## src/rtl/conceal_pkg.sv

```systemverilog
// Package: shared widths and the per-sample record used by the concealer.
package conceal_pkg;
    localparam int SAMPLE_W = 16;
    localparam int NUM_CH   = 2;
    localparam int CH_W     = (NUM_CH > 1) ? $clog2(NUM_CH) : 1;

    typedef logic signed [SAMPLE_W-1:0] sample_t;

    typedef struct packed {
        sample_t data;
        logic    bad;
    } tagged_t;
endpackage

```

## src/rtl/conceal_flag.sv

```systemverilog
// Module: conceal_flag
// Forms the final per-sample error flag from the two decoder stage status bits.
// Assumes the status bits are valid in the same cycle as the sample.
module conceal_flag (
    input  logic c1_flag,
    input  logic c2_fail,
    input  logic c2_corrected,
    output logic bad
);
    // Flag on second-stage failure or on a correction made on top of a first-stage error.
    always_comb bad = c2_fail | (c2_corrected & c1_flag);
endmodule

```

## src/rtl/conceal_chan.sv

```systemverilog
// Module: conceal_chan
// History for one channel. It holds one pending sample, whether the sample before
// that was flagged, and the last unflagged value. When a new sample arrives it
// emits the concealed value of the pending one.
// Assumes push is high for exactly the samples that belong to this channel.
module conceal_chan
    import conceal_pkg::*;
(
    input  logic    clk,
    input  logic    rst_n,
    input  logic    push,
    input  tagged_t din,
    output logic    emit,
    output tagged_t dout
);
    tagged_t               pend;
    logic                  pend_vld;
    logic                  prev_bad;
    sample_t               last_good;
    logic                  has_good;
    logic signed [SAMPLE_W:0] sum;
    logic                  lone;

    // Decide the value of the pending sample from its neighbours.
    always_comb begin
        sum  = {last_good[SAMPLE_W-1], last_good} + {din.data[SAMPLE_W-1], din.data};
        lone = !prev_bad && !din.bad && has_good;
        emit = push && pend_vld;
        dout.bad = pend.bad;
        if (!pend.bad)
            dout.data = pend.data;
        else if (lone)
            dout.data = sum[SAMPLE_W:1];
        else
            dout.data = last_good;
    end

    // Shift the new sample in and update the channel history.
    always_ff @(posedge clk) begin
        if (!rst_n) begin
            pend      <= '0;
            pend_vld  <= 1'b0;
            prev_bad  <= 1'b0;
            last_good <= '0;
            has_good  <= 1'b0;
        end else if (push) begin
            pend     <= din;
            pend_vld <= 1'b1;
            if (pend_vld) begin
                prev_bad <= pend.bad;
                if (!pend.bad) begin
                    last_good <= pend.data;
                    has_good  <= 1'b1;
                end
            end
        end
    end


    no_good_zero_chk: assert property (@(posedge clk) disable iff (!rst_n)
        (emit && pend.bad && !has_good) |-> (dout.data == '0));


    interp_range_chk: assert property (@(posedge clk) disable iff (!rst_n)
        (emit && pend.bad && lone) |->
        ((dout.data >= ((last_good < din.data) ? last_good : din.data)) &&
         (dout.data <= ((last_good < din.data) ? din.data : last_good))));


    good_sticky_chk: assert property (@(posedge clk) disable iff (!rst_n)
        !$fell(has_good));
endmodule

```

## src/rtl/conceal_interp.sv

```systemverilog
// Module: conceal_interp (top)
// Splits the alternating sample stream over per-channel histories and registers
// the concealed result. Assumes channel 0 is the first sample after reset.
module conceal_interp
    import conceal_pkg::*;
(
    input  logic                clk,
    input  logic                rst_n,
    input  logic                in_valid,
    input  logic [SAMPLE_W-1:0] in_data,
    input  logic                c1_flag,
    input  logic                c2_fail,
    input  logic                c2_corrected,
    output logic                out_valid,
    output logic [SAMPLE_W-1:0] out_data,
    output logic                out_flag,
    output logic [CH_W-1:0]     out_chan
);
    logic [CH_W-1:0] cur_ch;
    logic            in_bad;
    tagged_t         in_rec;
    logic [NUM_CH-1:0] emit_v;
    tagged_t         rec_v [NUM_CH];
    logic            sel_emit;
    tagged_t         sel_rec;

    conceal_flag u_flag (
        .c1_flag      (c1_flag),
        .c2_fail      (c2_fail),
        .c2_corrected (c2_corrected),
        .bad          (in_bad)
    );

    // Bundle the incoming sample with its flag.
    always_comb begin
        in_rec.data = in_data;
        in_rec.bad  = in_bad;
    end

    for (genvar g = 0; g < NUM_CH; g++) begin : g_ch
        conceal_chan u_chan (
            .clk   (clk),
            .rst_n (rst_n),
            .push  (in_valid && (cur_ch == CH_W'(g))),
            .din   (in_rec),
            .emit  (emit_v[g]),
            .dout  (rec_v[g])
        );
    end

    // Pick the result of the channel that received the current sample.
    always_comb begin
        sel_emit = 1'b0;
        sel_rec  = '0;
        for (int i = 0; i < NUM_CH; i++) begin
            if (cur_ch == CH_W'(i)) begin
                sel_emit = emit_v[i];
                sel_rec  = rec_v[i];
            end
        end
    end

    // Advance the channel pointer, wrapping after the last channel.
    always_ff @(posedge clk) begin
        if (!rst_n)
            cur_ch <= '0;
        else if (in_valid)
            cur_ch <= (cur_ch == CH_W'(NUM_CH-1)) ? '0 : cur_ch + 1'b1;
    end

    // Register the output sample.
    always_ff @(posedge clk) begin
        if (!rst_n) begin
            out_valid <= 1'b0;
            out_data  <= '0;
            out_flag  <= 1'b0;
            out_chan  <= '0;
        end else begin
            out_valid <= sel_emit;
            if (sel_emit) begin
                out_data <= sel_rec.data;
                out_flag <= sel_rec.bad;
                out_chan <= cur_ch;
            end
        end
    end


    out_follows_in_chk: assert property (@(posedge clk) disable iff (!rst_n)
        out_valid |-> $past(in_valid));


    chan_advance_chk: assert property (@(posedge clk) disable iff (!rst_n)
        (in_valid && cur_ch == CH_W'(NUM_CH-1)) |=> (cur_ch == '0));
endmodule

```

## config.mk

```make
export PLATFORM = sky130hd
export DESIGN_NAME = conceal_interp
export DESIGN_NICKNAME = d
export VERILOG_FILES = /design/src/rtl/conceal_pkg.sv /design/src/rtl/conceal_flag.sv /design/src/rtl/conceal_chan.sv /design/src/rtl/conceal_interp.sv
export SDC_FILE = /design/constraint.sdc
export NUM_CORES = 1
export LEC_CHECK = 0
export BUFFER_PORTS_ARGS = -buffer_cell sky130_fd_sc_hd__buf_2
export CORE_MARGIN = 3
export CORE_UTILIZATION = 35
export CTS_CLUSTER_DIAMETER = 50
export DETAILED_ROUTE_END_ITERATION = 8
export GPL_TIMING_DRIVEN = 0
export HOLD_SLACK_MARGIN = 0.12
export PLACE_DENSITY = 0.54
export SETUP_SLACK_MARGIN = 0.4
export SLEW_MARGIN = 30
export SYNTH_ARGS = -nofsm -noshare
export SYNTH_HDL_FRONTEND = slang
export SYNTH_SLANG_ARGS = --single-unit
```

## constraint.sdc

```tcl
create_clock -name clk -period 2.8 [get_ports clk]
set_clock_uncertainty 0.15 [all_clocks]
set_input_delay 0 -clock clk [delete_from_list [all_inputs] [get_ports clk]]
set_output_delay 0 -clock clk [all_outputs]
set_load 0.02 [all_outputs]
```

==> impl_metrics.tcl <==
set metrics [dict create \
    fin_tns_setup_ps 0 \
    synth_nets 765 \
    fin_nets 850 \
    p_switching_uw 946.5 \
    first_global_vias 5250 \
    synth_cells 711 \
    synth_ff_type "dfxtp_1" \
    clk_latency_ps 360 \
    seq_area_frac_synth_pct 32.92 \
    cts_buffers 9 \
    ys_seq_elements 92 \
    finalSetupViolCount 0 \
    pwr_density_cell_nw_per_um2 448.5 \
    routed_wl_mm 19.99 \
    fill_cells 1606 \
    antenna_found_initial 0 \
    p_sw_share_pct 30.24 \
    grt_start_max_net_pins 17 \
    fmax_mhz 387.0 \
    coreArea_um2 15430 \
    ant_nets 0 \
    crit_required_ps 2900 \
    ir_drop_mv 0.3377 \
    grt_setup_unrepaired "yes" \
    crit_arrival_ps 2680 \
    start_util_pct 36.27 \
    min_period_ps 2584 \
    dpl.hpwl_mm 14.49 \
    final_layout_size_suffix_gt1_share_pct 19.23 \
    path_class "flip-flop to flip-flop" \
    comb_power_share_pct 16.7 \
    htree_levels 3 \
    first_iter_violations 512 \
    clockPowerShare_pct 39.0 \
    port_buffers 40 \
    wl_per_cell_um 19.75 \
    crit_slowest_cell "fa_2" \
    drc_errors 0 \
    power.leakage_nw 2.650 \
    period_share_pct 92.29 \
    hp-class "input port to flip-flop" \
    place_congestion 0.9086 \
    synthArstFlopShare_pct 0 \
    die_height_um 132.4 \
    syn-mean-instance-area_um2 7.870 \
    worstSetupStartpointType "flip-flop" \
    final_area_um2 6978 \
    diodes 0 \
    finalHoldViolCount 0 \
    max_slew.worst_pin.slew_ps 740.0 \
    rows 45 \
    p_int_mw 2.183 \
    clk_path_buf_depth 2 \
    worst-path-buf-inv 0 \
    vias_per_cell 5.522 \
    cts_tree "yes" \
    hold_ws_ps 244.9 \
    path_cells "and2_4 > fa_2 > a21o_1 > a221oi_4 > o2bb2ai_4 > o211ai_1 > mux2i_1 > nor3_1 > a32o_1" \
    yosysWarnings 0 \
    path_clk_slew_ps 80 \
    relSlewSlack_pct 50.67 \
    final_common_cell "nand2_1" \
    final_cell_mix "nand2_1 (178), dfxtp_1 (85), a21boi_0 (70), buf_2 (47), a21oi_1 (30)" \
    clock_sinks 92 \
    die_x_um 132.4 \
    yosys.cell_types.count 73 \
    cp_top_family "compound AO/OA/AOI/OAI gates" \
    status "finished clean" \
    dpl_cell_area_um2 6062 \
    clock_tree.root_cell "clkbuf_16" \
    crit_fanout 3 \
    grt_pass1_wl_mm 30.77 \
    dieArea_um2 17540 \
    drt_first_pass_iters 5 \
    grt_usage_pct 22.51 \
    area_growth_pct 24.71 \
    max_stage_delay_ps 340 \
    vias 5588 \
    sequentialPowerShare_pct 44.3 \
    maxCapViolCount 0 \
    synth_edf_count 0 \
    end_kind "flip-flop" \
    io_pins 41 \
    synthesis.area_um2 5595 \
    grt-ovfl-total 0 \
    slew_viol_final 0 \
]
[power groups by stage]
stage | sequential (mW) | clock, mW | combinational, mW
6_report | 1.39 | 1.22 | 0.523
5_1_grt | 1.39 | 1.29 | 0.566
4_1_cts | 1.39 | 1.22 | 0.497
3_5_place_dp | 1.42 | 0 | 0.450
3_3_place_gp | 1.42 | 0 | 0.444
2_1_floorplan | 1.42 | 0 | 0.273
[cell usage after synthesis, types with 3 or more instances]
cell type,instances,area [µm²]
o22ai_1,3,18.77
o21ai_1,3,15.01
o211a_1,3,30.03
a31oi_1,9,56.30
and2_1,5,31.28
ha_1,30,375.4
o21a_1,8,60.06
nand4_1,6,37.54
a32o_1,4,40.04
or3_1,3,18.77
xor2_1,8,70.07
nand2b_1,11,68.82
a211oi_1,4,30.03
buf_2,6,30.03
o211ai_1,17,127.6
dfxtp_1,92,1842
mux2i_1,7,70.07
nand2_1,178,668.1
buf_1,4,15.01
clkbuf_1,33,123.9
xnor2_1,14,122.6
a21oi_1,36,180.2
nor3_1,11,55.05
nand3_1,11,55.05
a21boi_0,71,533.0
a2111oi_0,3,26.28
o21ai_0,28,140.1
and3_1,7,43.79
a21o_1,11,82.58
inv_1,7,26.28
nor2_1,22,82.58
[flip-flops by register name (all words and copies together), names as in the netlist]
signal and cells:
g_ch.u_chan.pend_vld 2, g_ch.u_chan.last_good 32, out_flag 1, g_ch.u_chan.pend 32, out_data 16, cur_ch 1, g_ch.u_chan.has_good 2, g_ch.u_chan.dout 2
out_chan 1, out_valid 1, g_ch.u_chan.prev_bad 2
[cell families (layout without fill, tap and decap cells)]
| group | after synthesis | count (layout) | share of synthesized area [%] |
|---|---|---|---|
| and+or+nand+nor | 272 | 272 | 21.44 |
| AOI/OAI and AO/OA | 231 | 231 | 29.29 |
| DFF | 92 | 92 | 32.92 |
| buffers and inverters | 53 | 143 | 3.824 |
| adders and majority gates | 32 | 32 | 7.424 |
| xor gates and xnor gates | 22 | 22 | 3.444 |
| muxes | 9 | 9 | 1.655 |
[final timing paths]
kind | start | to | slack, ps | cells after the start
setup reg to reg | g_ch[0].u_chan.last_good[0] | out_data[13] | 220 | 9
setup / recovery | g_ch[0].u_chan.last_good[0] | out_data[13] | 220 | 9
hold reg to reg | g_ch[0].u_chan.prev_bad | g_ch[0].u_chan.prev_bad | 320 | 2
hold / removal | in_data[8] | out_data[7] | 240 | 5
[cell type report]
class / count / area, µm² / area share, %
sequential: 92 / 1856 / 26.59
clock inverter: 5 / 45.04 / 0.6455
tap: 211 / 264.0 / 3.783
buffer: 45 / 200.2 / 2.869
multi-input combinational: 566 / 3830 / 54.89
clock buffer: 11 / 242.7 / 3.479
inverter: 8 / 30.03 / 0.4303
timing repair buffer: 74 / 510.5 / 7.316
[what timing repair did]
action                                 4_1_cts  5_1_grt
setup buffers                                7        8
cloned                                       0        0
hold buffers                                19        0
pin swaps                                   16       29
setup endpoints to repair                   27       47
resized for setup                           31       59
endpoints found under the hold margin       40        0
[stage by stage]
stage	cells	utilization [%]	worst slack (ps)	power [mW]
after floorplan	711	-	405.3	1.696
after global placement	962	39.29	61.39	1.861
after detailed placement	962	39.29	56.45	1.869
after CTS	1004	43.71	219.3	3.108
after global routing	1012	45.23	136.9	3.247
final	1012	45.23	215.9	3.130
[worst register-to-register path, delay by kind of cell, from the launching register on]
kind | cells | cell delay, ps
AOI/OAI and AO/OA | 5 | 1170
adders and majority gates | 1 | 340
DFF | 1 | 320
muxes | 1 | 240
and+or+nand+nor | 2 | 250
[metal layers]
layer,share of wire [%],GRT usage [%],vias up
met4,0.87,4.965,0
li1,-,-,2713
met2,47,36.59,162
met3,5.4,3.308,18
met1,47,31.76,2695
met5,0,0,-
Note: power is estimated with default switching activity, not from simulation.
